===== src/rtl/mbx_pkg.sv =====
package mbx_pkg;
    localparam int MBX_DW   = 32;
    localparam int MBX_HW   = MBX_DW / 2;
    localparam int MBX_SELW = 4;

    // Register select codes, equal to byte address bits [7:4]
    localparam logic [MBX_SELW-1:0] CODE_PRI  = 4'h0;
    localparam logic [MBX_SELW-1:0] CODE_SEC  = 4'h1;
    localparam logic [MBX_SELW-1:0] CODE_DONE = 4'h2;
    localparam logic [MBX_SELW-1:0] CODE_POST = 4'h3;
    localparam logic [MBX_SELW-1:0] CODE_CTL  = 4'h4;
    localparam logic [MBX_SELW-1:0] CODE_PEND = 4'h6;

    typedef enum logic [2:0] {
        SEL_PRI,
        SEL_SEC,
        SEL_DONE,
        SEL_POST,
        SEL_CTL,
        SEL_PEND,
        SEL_NONE
    } sel_e;

    typedef struct packed {
        logic [MBX_DW-1:0] pri;
        logic [MBX_DW-1:0] sec;
        logic [MBX_DW-1:0] done;
        logic [MBX_DW-1:0] post;
        logic [MBX_DW-1:0] ctl;
        logic [MBX_DW-1:0] pend;
    } regs_t;
endpackage


===== src/rtl/mbx_decode.sv =====
module mbx_decode
    import mbx_pkg::*;
(
    input  logic                addr_hi,
    input  logic [MBX_SELW-1:0] addr_sel,
    input  logic                half,
    output sel_e                sel
);
    logic word_blocked;

    // Word accesses decode bit 11 as well; halfword accesses ignore it
    assign word_blocked = !half && addr_hi;

    always_comb begin
        sel = SEL_NONE;
        if (!word_blocked) begin
            unique case (addr_sel)
                CODE_PRI:  sel = SEL_PRI;
                CODE_SEC:  sel = SEL_SEC;
                CODE_DONE: sel = SEL_DONE;
                CODE_POST: sel = SEL_POST;
                CODE_CTL:  sel = SEL_CTL;
                CODE_PEND: sel = SEL_PEND;
                default:   sel = SEL_NONE;
            endcase
        end
    end
endmodule


===== src/rtl/mbx_ctl_next.sv =====
module mbx_ctl_next
    import mbx_pkg::*;
(
    input  logic [MBX_DW-1:0] cur,
    input  logic [3:0]        hs_bits,
    output logic [MBX_DW-1:0] nxt
);
    logic [MBX_DW-1:0] stage_d;
    logic [MBX_DW-1:0] tog_mask;
    logic              rearm;

    // hs_bits carries write data [7:4]; bits 5 and 7 re-arm the state nibble
    assign rearm    = hs_bits[1] | hs_bits[3];
    assign tog_mask = {{(MBX_DW-8){1'b0}}, hs_bits, 4'b0000};

    always_comb begin
        stage_d = cur;
        if (rearm) begin
            stage_d[15:12] = 4'b0010;
        end
        if ((stage_d & tog_mask) != '0) begin
            nxt = stage_d & ~tog_mask;
        end else begin
            nxt = stage_d | tog_mask;
        end
    end
endmodule


===== src/rtl/mbx_rdmux.sv =====
module mbx_rdmux
    import mbx_pkg::*;
#(
    parameter logic [MBX_DW-1:0] CTL_WORD_OR = 32'hF000_0002,
    parameter logic [MBX_HW-1:0] CTL_HALF_OR = 16'h0002
)(
    input  regs_t             regs,
    input  sel_e              sel,
    input  logic              half,
    output logic [MBX_DW-1:0] rdata
);
    logic [MBX_DW-1:0] word_v;
    logic [MBX_HW-1:0] half_v;

    always_comb begin
        unique case (sel)
            SEL_PRI:  word_v = regs.pri;
            SEL_SEC:  word_v = regs.sec;
            SEL_DONE: word_v = regs.done;
            SEL_POST: word_v = regs.post;
            SEL_CTL:  word_v = regs.ctl | CTL_WORD_OR;
            default:  word_v = '0;
        endcase
        half_v = word_v[MBX_HW-1:0];
        if (sel == SEL_CTL) begin
            half_v = regs.ctl[MBX_HW-1:0] | CTL_HALF_OR;
        end
        rdata = half ? {{MBX_HW{1'b0}}, half_v} : word_v;
    end
endmodule


===== src/rtl/mbx_bank.sv =====
module mbx_bank
    import mbx_pkg::*;
#(
    parameter logic [MBX_DW-1:0] CTL_WORD_OR = 32'hF000_0002,
    parameter logic [MBX_HW-1:0] CTL_HALF_OR = 16'h0002
)(
    input  logic                clk,
    input  logic                rst_n,
    input  logic                sec_we,
    input  logic                sec_half,
    input  logic                sec_addr_hi,
    input  logic [MBX_SELW-1:0] sec_addr_sel,
    input  logic [MBX_DW-1:0]   sec_wdata,
    output logic [MBX_DW-1:0]   sec_rdata,
    input  logic                prim_mbox_we,
    input  logic [MBX_DW-1:0]   prim_mbox_wdata,
    input  logic [MBX_DW-1:0]   prim_done_set,
    input  logic [MBX_DW-1:0]   prim_pend_set,
    output logic [MBX_DW-1:0]   prim_sec_mbox,
    output logic [MBX_DW-1:0]   prim_done_bits,
    output logic [MBX_DW-1:0]   prim_post_bits,
    output logic [MBX_DW-1:0]   prim_ctl,
    output logic [MBX_DW-1:0]   prim_pend
);
    regs_t             regs_d, regs_q;
    sel_e              sel;
    logic [MBX_DW-1:0] ctl_toggled;

    mbx_decode u_decode (
        .addr_hi  (sec_addr_hi),
        .addr_sel (sec_addr_sel),
        .half     (sec_half),
        .sel      (sel)
    );

    mbx_ctl_next u_ctl (
        .cur     (regs_q.ctl),
        .hs_bits (sec_wdata[7:4]),
        .nxt     (ctl_toggled)
    );

    mbx_rdmux #(
        .CTL_WORD_OR (CTL_WORD_OR),
        .CTL_HALF_OR (CTL_HALF_OR)
    ) u_rdmux (
        .regs  (regs_q),
        .sel   (sel),
        .half  (sec_half),
        .rdata (sec_rdata)
    );

    // Next state: primary-side updates first, secondary write merged after
    always_comb begin
        regs_d      = regs_q;
        if (prim_mbox_we) begin
            regs_d.pri = prim_mbox_wdata;
        end
        regs_d.done = regs_d.done | prim_done_set;
        regs_d.pend = regs_d.pend | prim_pend_set;
        if (sec_we) begin
            unique case (sel)
                SEL_SEC: begin
                    if (sec_half) begin
                        regs_d.sec[MBX_HW-1:0] = sec_wdata[MBX_HW-1:0];
                    end else begin
                        regs_d.sec = sec_wdata;
                    end
                end
                SEL_DONE: begin
                    if (!sec_half) begin
                        regs_d.done = regs_d.done & ~sec_wdata;
                    end
                end
                SEL_POST: begin
                    if (!sec_half) begin
                        regs_d.post = regs_d.post | sec_wdata;
                    end
                end
                SEL_CTL:  regs_d.ctl  = ctl_toggled;
                SEL_PEND: regs_d.pend = '0;
                default:  ;
            endcase
        end
    end

    always_ff @(posedge clk or negedge rst_n) begin
        if (!rst_n) begin
            regs_q <= '0;
        end else begin
            regs_q <= regs_d;
        end
    end

    assign prim_sec_mbox  = regs_q.sec;
    assign prim_done_bits = regs_q.done;
    assign prim_post_bits = regs_q.post;
    assign prim_ctl       = regs_q.ctl;
    assign prim_pend      = regs_q.pend;

    // primary mailbox only moves on a primary load
    assert_pri_mbox_hold_R2: assert property (@(posedge clk) disable iff (!rst_n)
        !prim_mbox_we |=> regs_q.pri == $past(regs_q.pri));

    // full-word write to the secondary mailbox
    assert_sec_mbox_word_R3: assert property (@(posedge clk) disable iff (!rst_n)
        (sec_we && !sec_half && sel == SEL_SEC) |=> prim_sec_mbox == $past(sec_wdata));

    // bits written as one are clear afterwards
    assert_done_clear_R4: assert property (@(posedge clk) disable iff (!rst_n)
        (sec_we && !sec_half && sel == SEL_DONE) |=> (prim_done_bits & $past(sec_wdata)) == '0);

    // bits written as one are set afterwards
    assert_post_set_R5: assert property (@(posedge clk) disable iff (!rst_n)
        (sec_we && !sec_half && sel == SEL_POST)
        |=> (prim_post_bits & $past(sec_wdata)) == $past(sec_wdata));

    // forced bits always present on a word read of the control register
    assert_ctl_forced_R7: assert property (@(posedge clk) disable iff (!rst_n)
        (!sec_half && sel == SEL_CTL) |-> (sec_rdata[31:28] == 4'hF && sec_rdata[1]));

    // pending register reads zero and is emptied by any write
    assert_pend_read_zero_R8: assert property (@(posedge clk) disable iff (!rst_n)
        (sel == SEL_PEND) |-> sec_rdata == '0);
    assert_pend_clear_R8: assert property (@(posedge clk) disable iff (!rst_n)
        (sec_we && sel == SEL_PEND) |=> prim_pend == '0);

    // word access with address bit 11 set reads zero
    assert_word_hi_zero_R9: assert property (@(posedge clk) disable iff (!rst_n)
        (!sec_half && sec_addr_hi) |-> sec_rdata == '0);
endmodule


===== config.mk =====
export PLATFORM = sky130hd
export DESIGN_NAME = mbx_bank
export DESIGN_NICKNAME = d
export VERILOG_FILES = /design/src/rtl/mbx_pkg.sv /design/src/rtl/mbx_decode.sv /design/src/rtl/mbx_ctl_next.sv /design/src/rtl/mbx_rdmux.sv /design/src/rtl/mbx_bank.sv
export SDC_FILE = /design/constraint.sdc
export NUM_CORES = 1
export LEC_CHECK = 0
export BUFFER_PORTS_ARGS = -buffer_cell sky130_fd_sc_hd__buf_2
export CORE_ASPECT_RATIO = 2
export CORE_MARGIN = 2
export CORE_UTILIZATION = 51
export DETAILED_ROUTE_END_ITERATION = 8
export HOLD_SLACK_MARGIN = 0.05
export PLACE_DENSITY_LB_ADDON = 0.12
export SLEW_MARGIN = 30
export SYNTH_ARGS = -nofsm -noshare
export SYNTH_HDL_FRONTEND = slang
export SYNTH_HIERARCHICAL = 1
export SYNTH_SLANG_ARGS = --single-unit

===== constraint.sdc =====
create_clock -name clk -period 2.1 [get_ports clk]
set_input_delay 0.315 -clock clk [delete_from_list [all_inputs] [get_ports clk]]
set_output_delay 0.315 -clock clk [all_outputs]
set_load 0.02 [all_outputs]

Yosys cells after proc, flatten, opt, wreduce, memory -nomap -nowiden:

Cells that the tools add are included.

* flip-flop bits (word level): 192
* input port bits: 138
* output and inout port bits: 192

* equality and inequality tests: 10
* mux-type cells: 14
* bitwise operators: 11
* reductions and logical operators: 9

Operators with widths (count)
* $mux 32: 8
* $pmux 32 s5: 1
* $mux 128: 1
* $or 32x32->32: 3
* $and 32x32->32: 2
* $and 32x8->32: 1
* $not 32->32: 1
* $not 8->32: 1
* $or 32x8->32: 1
* $reduce_bool 32->1: 1
* $pmux 3 s6: 1
* $mux 16: 1
* $eq 4x2->1 const B: 2
* $eq 4x3->1 const B: 2
* $eq 3x2->1 const B: 2
* $eq 3x3->1 const B: 2
* $reduce_and 3->1: 2
* $eq 4x1->1 const B: 1
* $logic_not 4->1: 1
* $mux 4: 1
* $reduce_and 2->1: 2
* $eq 3x1->1 const B: 1
* $logic_not 3->1: 1
* $mux 3: 1
* other kinds (4): 4

Longest topological paths before layout:

Gate-level depths: netlist of the first run.

* depth after elaboration: 7
* gate-level depth with buffers: 8

Modules after synthesis:

The synthesis of the first run kept the hierarchy.

Modules (own cells, without submodules)
* mbx_bank: instances 1, cells an instance 604, area each 8079.0 um^2, sequential area each 4804.6 um^2
* mbx_rdmux: instances 1, cells an instance 167, area each 1341.3 um^2, sequential area each 0.0 um^2
* mbx_ctl_next: instances 1, cells an instance 45, area each 327.8 um^2, sequential area each 0.0 um^2
* mbx_decode: instances 1, cells an instance 8, area each 57.6 um^2, sequential area each 0.0 um^2

Least setup slack after synthesis of the first run:

Ideal clock, no wire load.

* path kind: in2out
* from: input port sec_addr_sel[2]
* to: output port sec_rdata[18]
* arrival: 1.876 ns
* data required time: 1.785 ns
* slack: -0.091 ns
* cell stages on the path: 8
* path buffers: 3
* path through: and3b_1 > o211a_1 > buf_6 > buf_12 > nor3b_4 > buf_4 > a22oi_1 > a21oi_1

* cells in the longest elaborated chain, start to end: 6
* elaborated cells on any way between the ends: 15

RTL lines
* start, declared: RTL line mbx_bank.sv:12 `input logic [MBX_SELW-1:0] sec_addr_sel,`
* $eq 4x3->1, or another cell as far along: RTL line mbx_decode.sv:17 `unique case (addr_sel)`
* $pmux 3 s6 *: RTL line mbx_decode.sv:17
* $mux 3 *: RTL line mbx_decode.sv:16 `if (!word_blocked) begin`
* named net sel[0]: RTL line mbx_bank.sv:26 `sel_e sel;`
* $eq 3x3->1, or another cell as far along: RTL line mbx_rdmux.sv:16 `unique case (sel)`
* $pmux 32 s5 *: RTL line mbx_rdmux.sv:16
* $mux 32 *: RTL line mbx_rdmux.sv:28 `rdata = half ? {{MBX_HW{1'b0}}, half_v} : word_v;`
* end, declared: RTL line mbx_bank.sv:14 `output logic [MBX_DW-1:0] sec_rdata,`

The timed path passes the listed nets; every way through them passes the cells marked *.

Worst setup path after layout of the first run:

* from: input port sec_addr_sel[1]
* to: output port sec_rdata[16]

Same word-level chain as after synthesis.

==> results.yml, run 1 <==
status:
  outcome: "finished, violations left"
  failed_checks: "negative setup slack"
die:
  initial_core_util_pct: 52.1
  die_area_sq_um: 20400
  io_pins: 330
  die_x_um: 102
  die_h_um: 200
  coreArea_sq_um: 18800
  std_cell_rows: 71
yosys:
  synth_compound_area_share_pct: 12.1
  synthXorXnorAreaFrac_pct: 0
  async_reset_ff_share_pct: 100
  synthMuxAreaShare_pct: 17.0
  synth_cells: 824
  synth_nets: 962
  synthesis.area_sq_um: 9810
  syn_avg_cell_area_sq_um: 11.9
  synth_ff_type: "dfrtp_1"
  synthSimpleGateAreaFrac_pct: 4.78
  yosys_warnings: 6
  seq_area_frac_synth_pct: 49.0
  synth_top_family_by_area: "buffers and inverters"
  synth-edff-count: 0
  yosys_register_bits: 192
  ys_types: 49
  synth_fa_ha_area_share_pct: 0
global_routing:
  grt_overflow_total: 0
  met2_usage_pct: 48.1
  grtUsageMet1_pct: 27.3
  antenna_found_initial: 1
  groute.usage.overall_pct: 25.8
  grt_pass1_vias: 6964
  busiest_layer: "met2"
  grtUsageMet3_pct: 6.20
  grt_pass1_wl_um: 38800
  grt_max_degree: 55
cells_and_area:
  final_net_count: 1154
  syn2layout_area_growth_pct: 24.2
  drive_above_1_share_pct: 60.6
  multi_input_area_sq_um: 3760
  fin_util_pct: 64.6
  nFillCells: 1581
  design_area_sq_um: 12200
  regArea_sq_um: 4800
worst_setup_path:
  path_cells: "buf_6 > and3b_1 > o211a_4 > buf_6 > nor3b_4 > buf_6 > buf_12 > a22oi_2 > a21oi_2 > buf_6"
  end_kind: "primary output"
  cp-start-kind: "primary input"
  worstPathRequired_ns: 1.78
  criticalPathCategory: "primary input to primary output"
  crit_fanout: 5
  arrival_ns: 1.91
  critPathMaxStageDelay_ns: 0.26
  cp_slowest_cell: "o211a_4"
  path_common_cell: "buf_6"
clocking:
  cts_sinks: 192
  numCtsBuffers: 17
  clock_path_buffers: 2
  cts-root-buf: "clkbuf_16"
  cts_tree: "done"
  clk-insertion-delay-late_ns: 0.43
  cts_htree_levels: 4
  path_clk_slew_ns: 0.07
routing:
  drtIter0Drc: 206
  ant_nets: 0
  dr.pass1.iters: 4
  wl_per_cell_um: 20.4
  vias: 6737
  drc: 0
  routed_wl_um: 26200
  vias_per_cell: 5.24
sta:
  finalCritPeriodShare_pct: 106
  finalSetupViolCount: 27
  clock.fmax_mhz: 450
  relSlewSlack_pct: 67.6
  layout_setup_ws_ns: -0.120
  min_period_ns: 2.22
  whs_ns: 0.0761
  final.setup.tns_ns: -1.59
  tightest_slew_ns: 0.486
  fin_skew_ns: 0.00329
  report.final.slew_viol_count: 0
  finalHoldViolCount: 0
  grt_setup_unrepaired: "yes"
power_and_ir_drop:
  sw_frac_of_total_pct: 27.3
  p_seq_share_pct: 45.7
  power.density_nw_per_um2: 748
  intPower_w: 0.00662
  power_frac_clock_pct: 36.2
  leakagePower_nw: 5.94
  ir_worst_vdd_mv: 0.540
  comb_power_share_pct: 18.1
  power_switching_w: 0.00248
place:
  place_congestion: 0.836
  hpwl_um: 19200
  place_area_sq_um: 10800
  io_buffer_count: 329
job:
  maxCapViolations: 0
worst_hold_path:
  hp-class: "primary input to flip-flop"
state kept, by name (all words and copies together), names as in the netlist:
| name | cells |
|---|---|
| prim_sec_mbox | 32 |
| prim_done_bits | 32 |
| prim_ctl | 32 |
| prim_pend | 32 |
| regs_q | 32 |
| prim_post_bits | 32 |
power by group through the flow:
stage | Combinational (W) | Sequential, W | Clock (W)
2_1_floorplan | 0.00109 | 0.00413 | 0
3_3_place_gp | 0.00145 | 0.00421 | 0
3_5_place_dp | 0.00148 | 0.00421 | 0
4_1_cts | 0.00162 | 0.00415 | 0.00336
5_1_grt | 0.00176 | 0.00419 | 0.00350
6_report | 0.00165 | 0.00416 | 0.00329
final cells by class:
| type | count | share of cell area (%) |
|---|---|---|
| Multi-Input combinational cell | 397 | 30.9 |
| Antenna cell | 1 | 0.0206 |
| Clock buffer | 23 | 3.76 |
| Inverter | 9 | 0.277 |
| Sequential cell | 192 | 39.5 |
| Clock inverter | 9 | 1.10 |
| Timing Repair Buffer | 399 | 21.9 |
| Tap cell | 255 | 2.62 |
worst max-delay path: cells and delay by family:
family,cells,cell delay (ns)
buffers and inverters,5,0.66
AO/OA/AOI/OAI,3,0.52
AND/OR/NAND/NOR,2,0.40
final timing paths:
kind                                    start            endpoint  slack (ns)  cells after the start
max                           sec_addr_sel[1]       sec_rdata[16]       -0.12                     10
min                              sec_wdata[3]   prim_done_bits[3]        0.08                      2
max reg2reg                       prim_ctl[5]         prim_ctl[7]        0.82                      3
min reg2reg                prim_post_bits[30]  prim_post_bits[30]        0.47                      1
max in group asynchronous               rst_n   prim_sec_mbox[10]        1.05                      3
min in group asynchronous               rst_n   prim_done_bits[7]        0.41                      2
cells in the mapped netlist, drive strengths merged (2+ instances only):
master	count	area share (%)
buf	213	16
dfrtp	192	49
mux2	111	13
a21oi	49	2.5
a21o	35	2.7
nor2	34	1.3
o21a	32	2.4
a22oi	25	1.9
mux2i	18	1.8
clkbuf	13	0.50
nand2	11	0.42
inv	9	0.34
nand2b	9	0.57
o21ai	9	0.46
mux4	8	2.0
a2bb2oi	7	0.63
o22ai	7	0.45
nor2b	6	0.48
and2	5	0.32
nand3b	5	0.38
nor3	3	0.20
nor3b	3	0.40
a31o	2	0.18
nand3	2	0.10
o21bai	2	0.15
o31ai	2	0.26
or3	2	0.13
cell usage in the layout (no fill, tap or decap), drive strengths merged, types with 3 or more instances in the layout:
master | synthesis | layout
a21o | 35 | 35
a21oi | 49 | 49
a22oi | 25 | 25
a2bb2oi | 7 | 7
and2 | 5 | 5
buf | 213 | 395
bufinv | 0 | 3
clkbuf | 13 | 24
clkinvlp | 0 | 4
dfrtp | 192 | 192
dlygate4sd3 | 0 | 3
inv | 9 | 9
mux2 | 111 | 111
mux2i | 18 | 18
mux4 | 8 | 8
nand2 | 11 | 11
nand2b | 9 | 9
nand3b | 5 | 5
nor2 | 34 | 34
nor2b | 6 | 6
nor3 | 3 | 3
nor3b | 3 | 3
o21a | 32 | 32
o21ai | 9 | 9
o22ai | 7 | 7
through the flow:
stage	setup WS, ns	cells	power (W)
2_1_floorplan	-0.0238	824	0.00523
3_3_place_gp	-0.164	1230	0.00566
3_5_place_dp	-0.191	1230	0.00569
4_1_cts	-0.105	1282	0.00913
5_1_grt	-0.167	1285	0.00946
6_report	-0.120	1285	0.00910
cell families (layout without fill, tap and decap cells):
kind of cell / count (synthesis) / count (layout)
other: 0 / 1
multiplexers: 137 / 137
flip-flops: 192 / 192
AO/OA/AOI/OAI: 175 / 175
AND/OR/NAND/NOR: 85 / 85
buffers and inverters: 235 / 440
layer usage:
layer  vias to the layer above  share of wire [%]
met3                        35                5.3
met1                      3380                 35
li1                       3077                  -
met4                         0                2.0
met2                       245                 57
met5                         -                  0
repair_timing:
| item | in CTS | in global routing |
|---|---|---|
| hold buffers | 3 | 0 |
| gates cloned | 4 | 0 |
| endpoints found under the setup margin | 32 | 32 |
| endpoints found under the hold margin | 50 | 0 |
| resized for setup | 110 | 42 |
| setup buffers | 14 | 2 |
| pin swaps | 20 | 10 |
Note: power is estimated with default switching activity, not from simulation.
==> inputs of run 2 (changes only) <==
- CORE_UTILIZATION: 51 -> 50
- SYNTH_HIERARCHICAL: 1 -> unset
==> run 2 against run 1 <==
Compared with the run above:
- register-to-register slack got worse by 0.03 ns
- clock-buffer cell count decreased by 3
- synthesized cell count decreased by 13%
- clock power decreased by 6%
- utilization decreased by 5.5 points
- global-route usage decreased by 1.7 points
- clock skew decreased by 0.0024 ns
- sequential cell count decreased by 24
- the run now ends clean
- via count decreased by 12%
- final area decreased by 19%
- critical path type unchanged
==> results.yml, run 2 <==
routing:
  vias_per_cell: 5.24
  drc: 0
  ant_nets: 0
  drtIter0Drc: 162
  vias: 5897
  wl_per_cell_um: 19.2
  dr.pass1.iters: 4
  routed_wl_um: 21600
cells_and_area:
  regArea_sq_um: 4200
  layout_commonest_cell: "buf_2"
  multi_input_area_sq_um: 3020
  final_cell_mix: "buf_2 (304), dfrtp_1 (168), nor2_1 (96), mux2_2 (51), a21oi_1 (36)"
  nFillCells: 1450
  final_net_count: 1044
  design_area_sq_um: 9920
  drive_above_1_share_pct: 49.1
  syn2layout_area_growth_pct: 16.3
global_routing:
  grt_overflow_total: 0
  antenna_found_initial: 1
  busiest_layer: "met2"
  grtUsageMet3_pct: 5.72
  grtUsageMet1_pct: 26.3
  grt_pass1_wl_um: 32900
  groute.usage.overall_pct: 24.2
  met2_usage_pct: 42.9
  grt_max_degree: 59
  grt_pass1_vias: 6120
power_and_ir_drop:
  power.density_nw_per_um2: 875
  p_seq_share_pct: 44.6
  ir_worst_vdd_mv: 0.590
  comb_power_share_pct: 19.7
  power_frac_clock_pct: 35.7
  sw_frac_of_total_pct: 28.9
  intPower_w: 0.00617
  leakagePower_nw: 4.78
  power_switching_w: 0.00251
yosys:
  synth_area_leaders: "dfrtp_1 (49%), buf_4 (15%), mux2_2 (6.7%)"
  synthTopCellsByCount: "dfrtp_1 (168), buf_4 (165), nor2_1 (96), mux2_2 (51), a21oi_1 (36)"
  yosys_warnings: 0
  synthesis.area_sq_um: 8530
  synth-edff-count: 0
  yosysMostFrequentCell: "dfrtp_1"
  ys_types: 42
  synth_top_area_share_pct: 49.3
  syn_avg_cell_area_sq_um: 11.9
  async_reset_ff_share_pct: 100
  seq_area_frac_synth_pct: 49.3
  synth_ff_type: "dfrtp_1"
  yosys_register_bits: 168
  yosysTopAreaCell: "dfrtp_1"
  synth_cells: 719
place:
  place_congestion: 0.867
  place_area_sq_um: 9330
  io_buffer_count: 305
  hpwl_um: 16300
worst_setup_path:
  end_kind: "primary output"
  criticalPathCategory: "primary input to primary output"
  worstPathRequired_ns: 1.78
  cp-start-kind: "primary input"
  path_cells: "buf_2 > or2_2 > buf_4 > nor3_4 > buf_4 > a22o_1 > buf_2"
  cp_slowest_cell: "or2_2"
  crit_fanout: 6
  critPathMaxStageDelay_ns: 0.34
  arrival_ns: 1.73
sta:
  clock.fmax_mhz: 489
  tightest_slew_ns: 0.586
  finalSetupViolCount: 0
  grt_setup_unrepaired: "no"
  min_period_ns: 2.05
  finalHoldViolCount: 0
  finalCritPeriodShare_pct: 97.4
  report.final.slew_viol_count: 0
  fin_skew_ns: 0.000930
  relSlewSlack_pct: 60.9
  final.setup.tns_ns: 0
clocking:
  cts_tree: "done"
  path_clk_slew_ns: 0.06
  numCtsBuffers: 17
  clk-insertion-delay-late_ns: 0.42
  cts_htree_levels: 4
  cts_sinks: 168
  clock_path_buffers: 2
  cts-root-buf: "clkbuf_16"
die:
  die_area_sq_um: 18200
  initial_core_util_pct: 50.9
  std_cell_rows: 67
  coreArea_sq_um: 16800
  die_x_um: 96.4
  io_pins: 330
  die_h_um: 189
job:
  maxCapViolations: 0
status:
  outcome: "completed"
worst_hold_path:
  hp-class: "primary input to flip-flop"
-- run 2: cell types whose count changed in the layout (fill, tap and decap cells not counted), moves of 10 or more --
| cell | delta |
|---|---|
| mux2_4 | -10 |
| o21a_1 | -32 |
| nor2b_1 | +10 |
| mux2_1 | +19 |
| buf_4 | -15 |
| dfrtp_1 | -24 |
| buf_6 | -38 |
| a21oi_2 | -13 |
| mux4_2 | +15 |
| conb_1 | +24 |
| nor2_1 | +62 |
| a22oi_2 | -23 |
| mux2_2 | -48 |
-- run 2: per-stage QoR --
step	power (W)	utilization, %	hold slack, ns	std cells	setup slack (ns)
floorplan	0.00531	-	0.0194	742	0.166
global route	0.00907	59.2	0.0668	1125	0.00722
CTS	0.00876	59.1	0.0600	1124	0.0164
finish	0.00868	59.2	0.0792	1125	0.0541
detailed placement	0.00565	55.6	0.330	1093	0.0212
global placement	0.00560	55.6	0.326	1093	0.0519
-- run 2: layer usage --
metal | vias up | share of wire (%)
met3 | 49 | 6.5
li1 | 2692 | -
met1 | 2906 | 35
met5 | - | 0
met2 | 250 | 55
met4 | 0 | 3.4
-- run 2: critical path, delay by kind of cell --
family | cells | cell delay, ns
AOI/OAI and AO/OA | 1 | 0.18
buffers and inverters | 4 | 0.68
and+or+nand+nor | 2 | 0.54
-- run 2: layout make-up --
class	instances	area share [%]
Antenna cell	1	0.0252
Clock buffer	20	4.40
Clock inverter	10	1.31
Inverter	1	0.0378
Multi-Input combinational cell	381	30.4
Sequential cell	168	42.4
Tap cell	207	2.61
Timing Repair Buffer	337	18.8
-- run 2: worst paths after layout --
check,startpoint,to,slack (ns),cells past startpoint
setup / recovery,sec_addr_sel[0],sec_rdata[6],0.05,7
hold / removal,sec_wdata[13],prim_done_bits[13],0.08,2
setup reg to reg,flip-flop,flip-flop,0.79,3
hold reg to reg,prim_post_bits[30],prim_post_bits[30],0.47,1
max in group asynchronous,rst_n,prim_post_bits[10],0.97,3
min in group asynchronous,rst_n,prim_pend[27],0.44,2
-- run 2: power groups by stage --
| stage | sequential, W | combinational [W] | clock [W] |
|---|---|---|---|
| global placement | 0.00390 | 0.00170 | 0 |
| global route | 0.00391 | 0.00184 | 0.00332 |
| detailed placement | 0.00393 | 0.00172 | 0 |
| CTS | 0.00387 | 0.00173 | 0.00317 |
| finish | 0.00387 | 0.00171 | 0.00310 |
| floorplan | 0.00382 | 0.00149 | 0 |
-- run 2: what timing repair did --
action                                  4_1_cts  5_1_grt
endpoints found under the setup margin        0       12
setup buffers                                 0        0
hold endpoints to repair                     52        0
resized for setup                             0        2
hold buffers                                  1        0
-- run 2: kinds of logic after synthesis --
| kind of cell | Yosys count | synth area share (%) |
|---|---|---|
| buffers and inverters | 193 | 16.5 |
| DFF | 168 | 49.3 |
| and+or+nand+nor | 158 | 10.1 |
| muxes | 100 | 15.7 |
| AOI/OAI and AO/OA | 99 | 8.27 |
| other | 1 | 0.0440 |
==> inputs of run 3 (changes only) <==
- CORE_ASPECT_RATIO: 2 -> unset
- CORE_MARGIN: 2 -> unset
==> run 3 against run 2 <==
Compared with the run above:
- sequential power hardly changed
- power is 1.9% higher
- non-clock buffer count is 2 lower
- utilization is 0.75 points higher
- combinational power hardly changed
- critical endpoint is now sec_rdata[30]
- highest routed layer unchanged
==> results.yml, run 3 (synthesis results as in run 2) <==
status:
  outcome: "completed"
power_and_ir_drop:
  leakagePower_nw: 4.80
  sw_frac_of_total_pct: 28.3
  power_frac_clock_pct: 37.0
  ir_worst_vdd_mv: 0.570
  power_switching_w: 0.00250
  p_seq_share_pct: 43.6
  comb_power_share_pct: 19.4
  intPower_w: 0.00634
  power.density_nw_per_um2: 887
die:
  die_area_sq_um: 17600
  coreArea_sq_um: 16600
  std_cell_rows: 47
  io_pins: 330
  initial_core_util_pct: 51.3
  die_x_um: 133
  die_h_um: 133
routing:
  ant_nets: 0
  vias: 5883
  vias_per_cell: 5.18
  dr.pass1.iters: 4
  drtIter0Drc: 262
  routed_wl_um: 20900
  drc: 0
  wl_per_cell_um: 18.4
sta:
  fin_skew_ns: 0.00976
  clock.fmax_mhz: 484
  finalSetupViolCount: 0
  min_period_ns: 2.07
  layout_setup_ws_ns: 0.0331
  relSlewSlack_pct: 64.9
  tightest_slew_ns: 0.527
  grt_setup_unrepaired: "yes"
  finalHoldViolCount: 0
  report.final.slew_viol_count: 0
  final.setup.tns_ns: 0
  finalCritPeriodShare_pct: 98.4
clocking:
  cts_htree_levels: 4
  cts_sinks: 168
  clock_path_buffers: 2
  path_clk_slew_ns: 0.06
  cts_tree: "done"
  numCtsBuffers: 17
  cts-root-buf: "clkbuf_16"
  clk-insertion-delay-late_ns: 0.42
worst_setup_path:
  cp-start-kind: "primary input"
  path_common_cell: "buf_2"
  path_buf_inv: 2
  arrival_ns: 1.75
  path_cells: "buf_2 > or2_2 > a2111o_1 > a21oi_1 > buf_2"
  worstPathRequired_ns: 1.78
  critPathMaxStageDelay_ns: 0.51
  criticalPathCategory: "primary input to primary output"
  worst_path_dominant_cell_family: "compound AO/OA/AOI/OAI gates"
  end_kind: "primary output"
  crit_fanout: 4
  cp_slowest_cell: "a2111o_1"
  startpoint: "sec_addr_sel[1]"
place:
  io_buffer_count: 305
  place_congestion: 0.839
  place_area_sq_um: 9330
  place_ws_ns: -0.0230
  hpwl_um: 15500
cells_and_area:
  final_net_count: 1042
  antenna-diode-count: 0
  syn2layout_area_growth_pct: 16.9
  regArea_sq_um: 4200
  final_cell_mix: "buf_2 (304), dfrtp_1 (168), nor2_1 (96), mux2_2 (51), a21oi_1 (35)"
  layout_commonest_cell: "buf_2"
  design_area_sq_um: 9970
  multi_input_area_sq_um: 3020
  nFillCells: 1388
  drive_above_1_share_pct: 49.2
global_routing:
  groute.usage.overall_pct: 24.2
  grt_pass1_vias: 6035
  grt_pass1_wl_um: 32700
  grt_overflow_total: 0
  antenna_found_initial: 0
  grt_max_degree: 55
job:
  maxCapViolations: 0
worst_hold_path:
  hp-class: "primary input to flip-flop"
  min_from: "sec_wdata[14]"
## run 3: changes by cell type in the layout (fill, tap and decap cells not counted), sizes merged
| cell | before | now |
|---|---|---|
| diode | 1 | 0 |
| bufinv | 3 | 4 |
| clkinvlp | 2 | 1 |
| inv | 1 | 2 |
| buf | 336 | 334 |
## run 3: worst register-to-register path, stage by stage (launching register included)
cell and delay, ns:
dfrtp_1 0.42, a22o_1 0.22, a221oi_1 0.40, mux2_2 0.25
## run 3: metrics by stage
stage | utilization [%] | power, W | hold slack [ns] | std cells
after CTS | 59.9 | 0.00891 | 0.0688 | 1136
final | 59.9 | 0.00885 | 0.0875 | 1136
after floorplan | - | 0.00531 | 0.0194 | 742
after detailed placement | 56.1 | 0.00563 | 0.317 | 1104
after global placement | 56.1 | 0.00559 | 0.309 | 1104
after global routing | 59.9 | 0.00921 | 0.0744 | 1136
## run 3: layout make-up
type / count / area share (%)
Tap cell: 220 / 2.76
Timing Repair Buffer: 335 / 18.5
Multi-Input combinational cell: 381 / 30.3
Inverter: 1 / 0.0376
Clock buffer: 20 / 4.48
Sequential cell: 168 / 42.2
Clock inverter: 11 / 1.73
## run 3: timing repair
| action | 4_1_cts | 5_1_grt |
|---|---|---|
| endpoints found under the setup margin | 1 | 9 |
| pin swaps | 0 | 0 |
| resized for setup | 1 | 1 |
| buffers inserted | 0 | 0 |
| hold buffers | 1 | 0 |
| hold endpoints to repair | 50 | 0 |
## run 3: final timing paths
| check | slack (ns) | depth (start not counted) | end |
|---|---|---|---|
| min in group asynchronous | 0.42 | 2 | regs_q[173] |
| max in group asynchronous | 0.99 | 3 | regs_q[163] |
| worst max-delay path | 0.03 | 5 | sec_rdata[30] |
| worst max register to register | 0.75 | 3 | flip-flop |
| worst min-delay path | 0.09 | 2 | prim_done_bits[14] |
| worst min register to register | 0.48 | 1 | prim_post_bits[0] |
## run 3: power by group through the flow
stage / Sequential, W / Clock (W) / Combinational (W)
final: 0.00386 / 0.00328 / 0.00171
after global routing: 0.00390 / 0.00348 / 0.00183
after floorplan: 0.00382 / 0 / 0.00149
after CTS: 0.00385 / 0.00333 / 0.00173
after detailed placement: 0.00391 / 0 / 0.00172
after global placement: 0.00389 / 0 / 0.00169
## run 3: routing by layer
layer / GRT usage (%) / routed length [um] / vias to the layer above
met5: 0 / 0 / -
met4: 7.66 / 411 / 0
met3: 6.09 / 1290 / 31
met2: 39.8 / 10300 / 238
met1: 31.4 / 8900 / 2928
li1: - / - / 2686
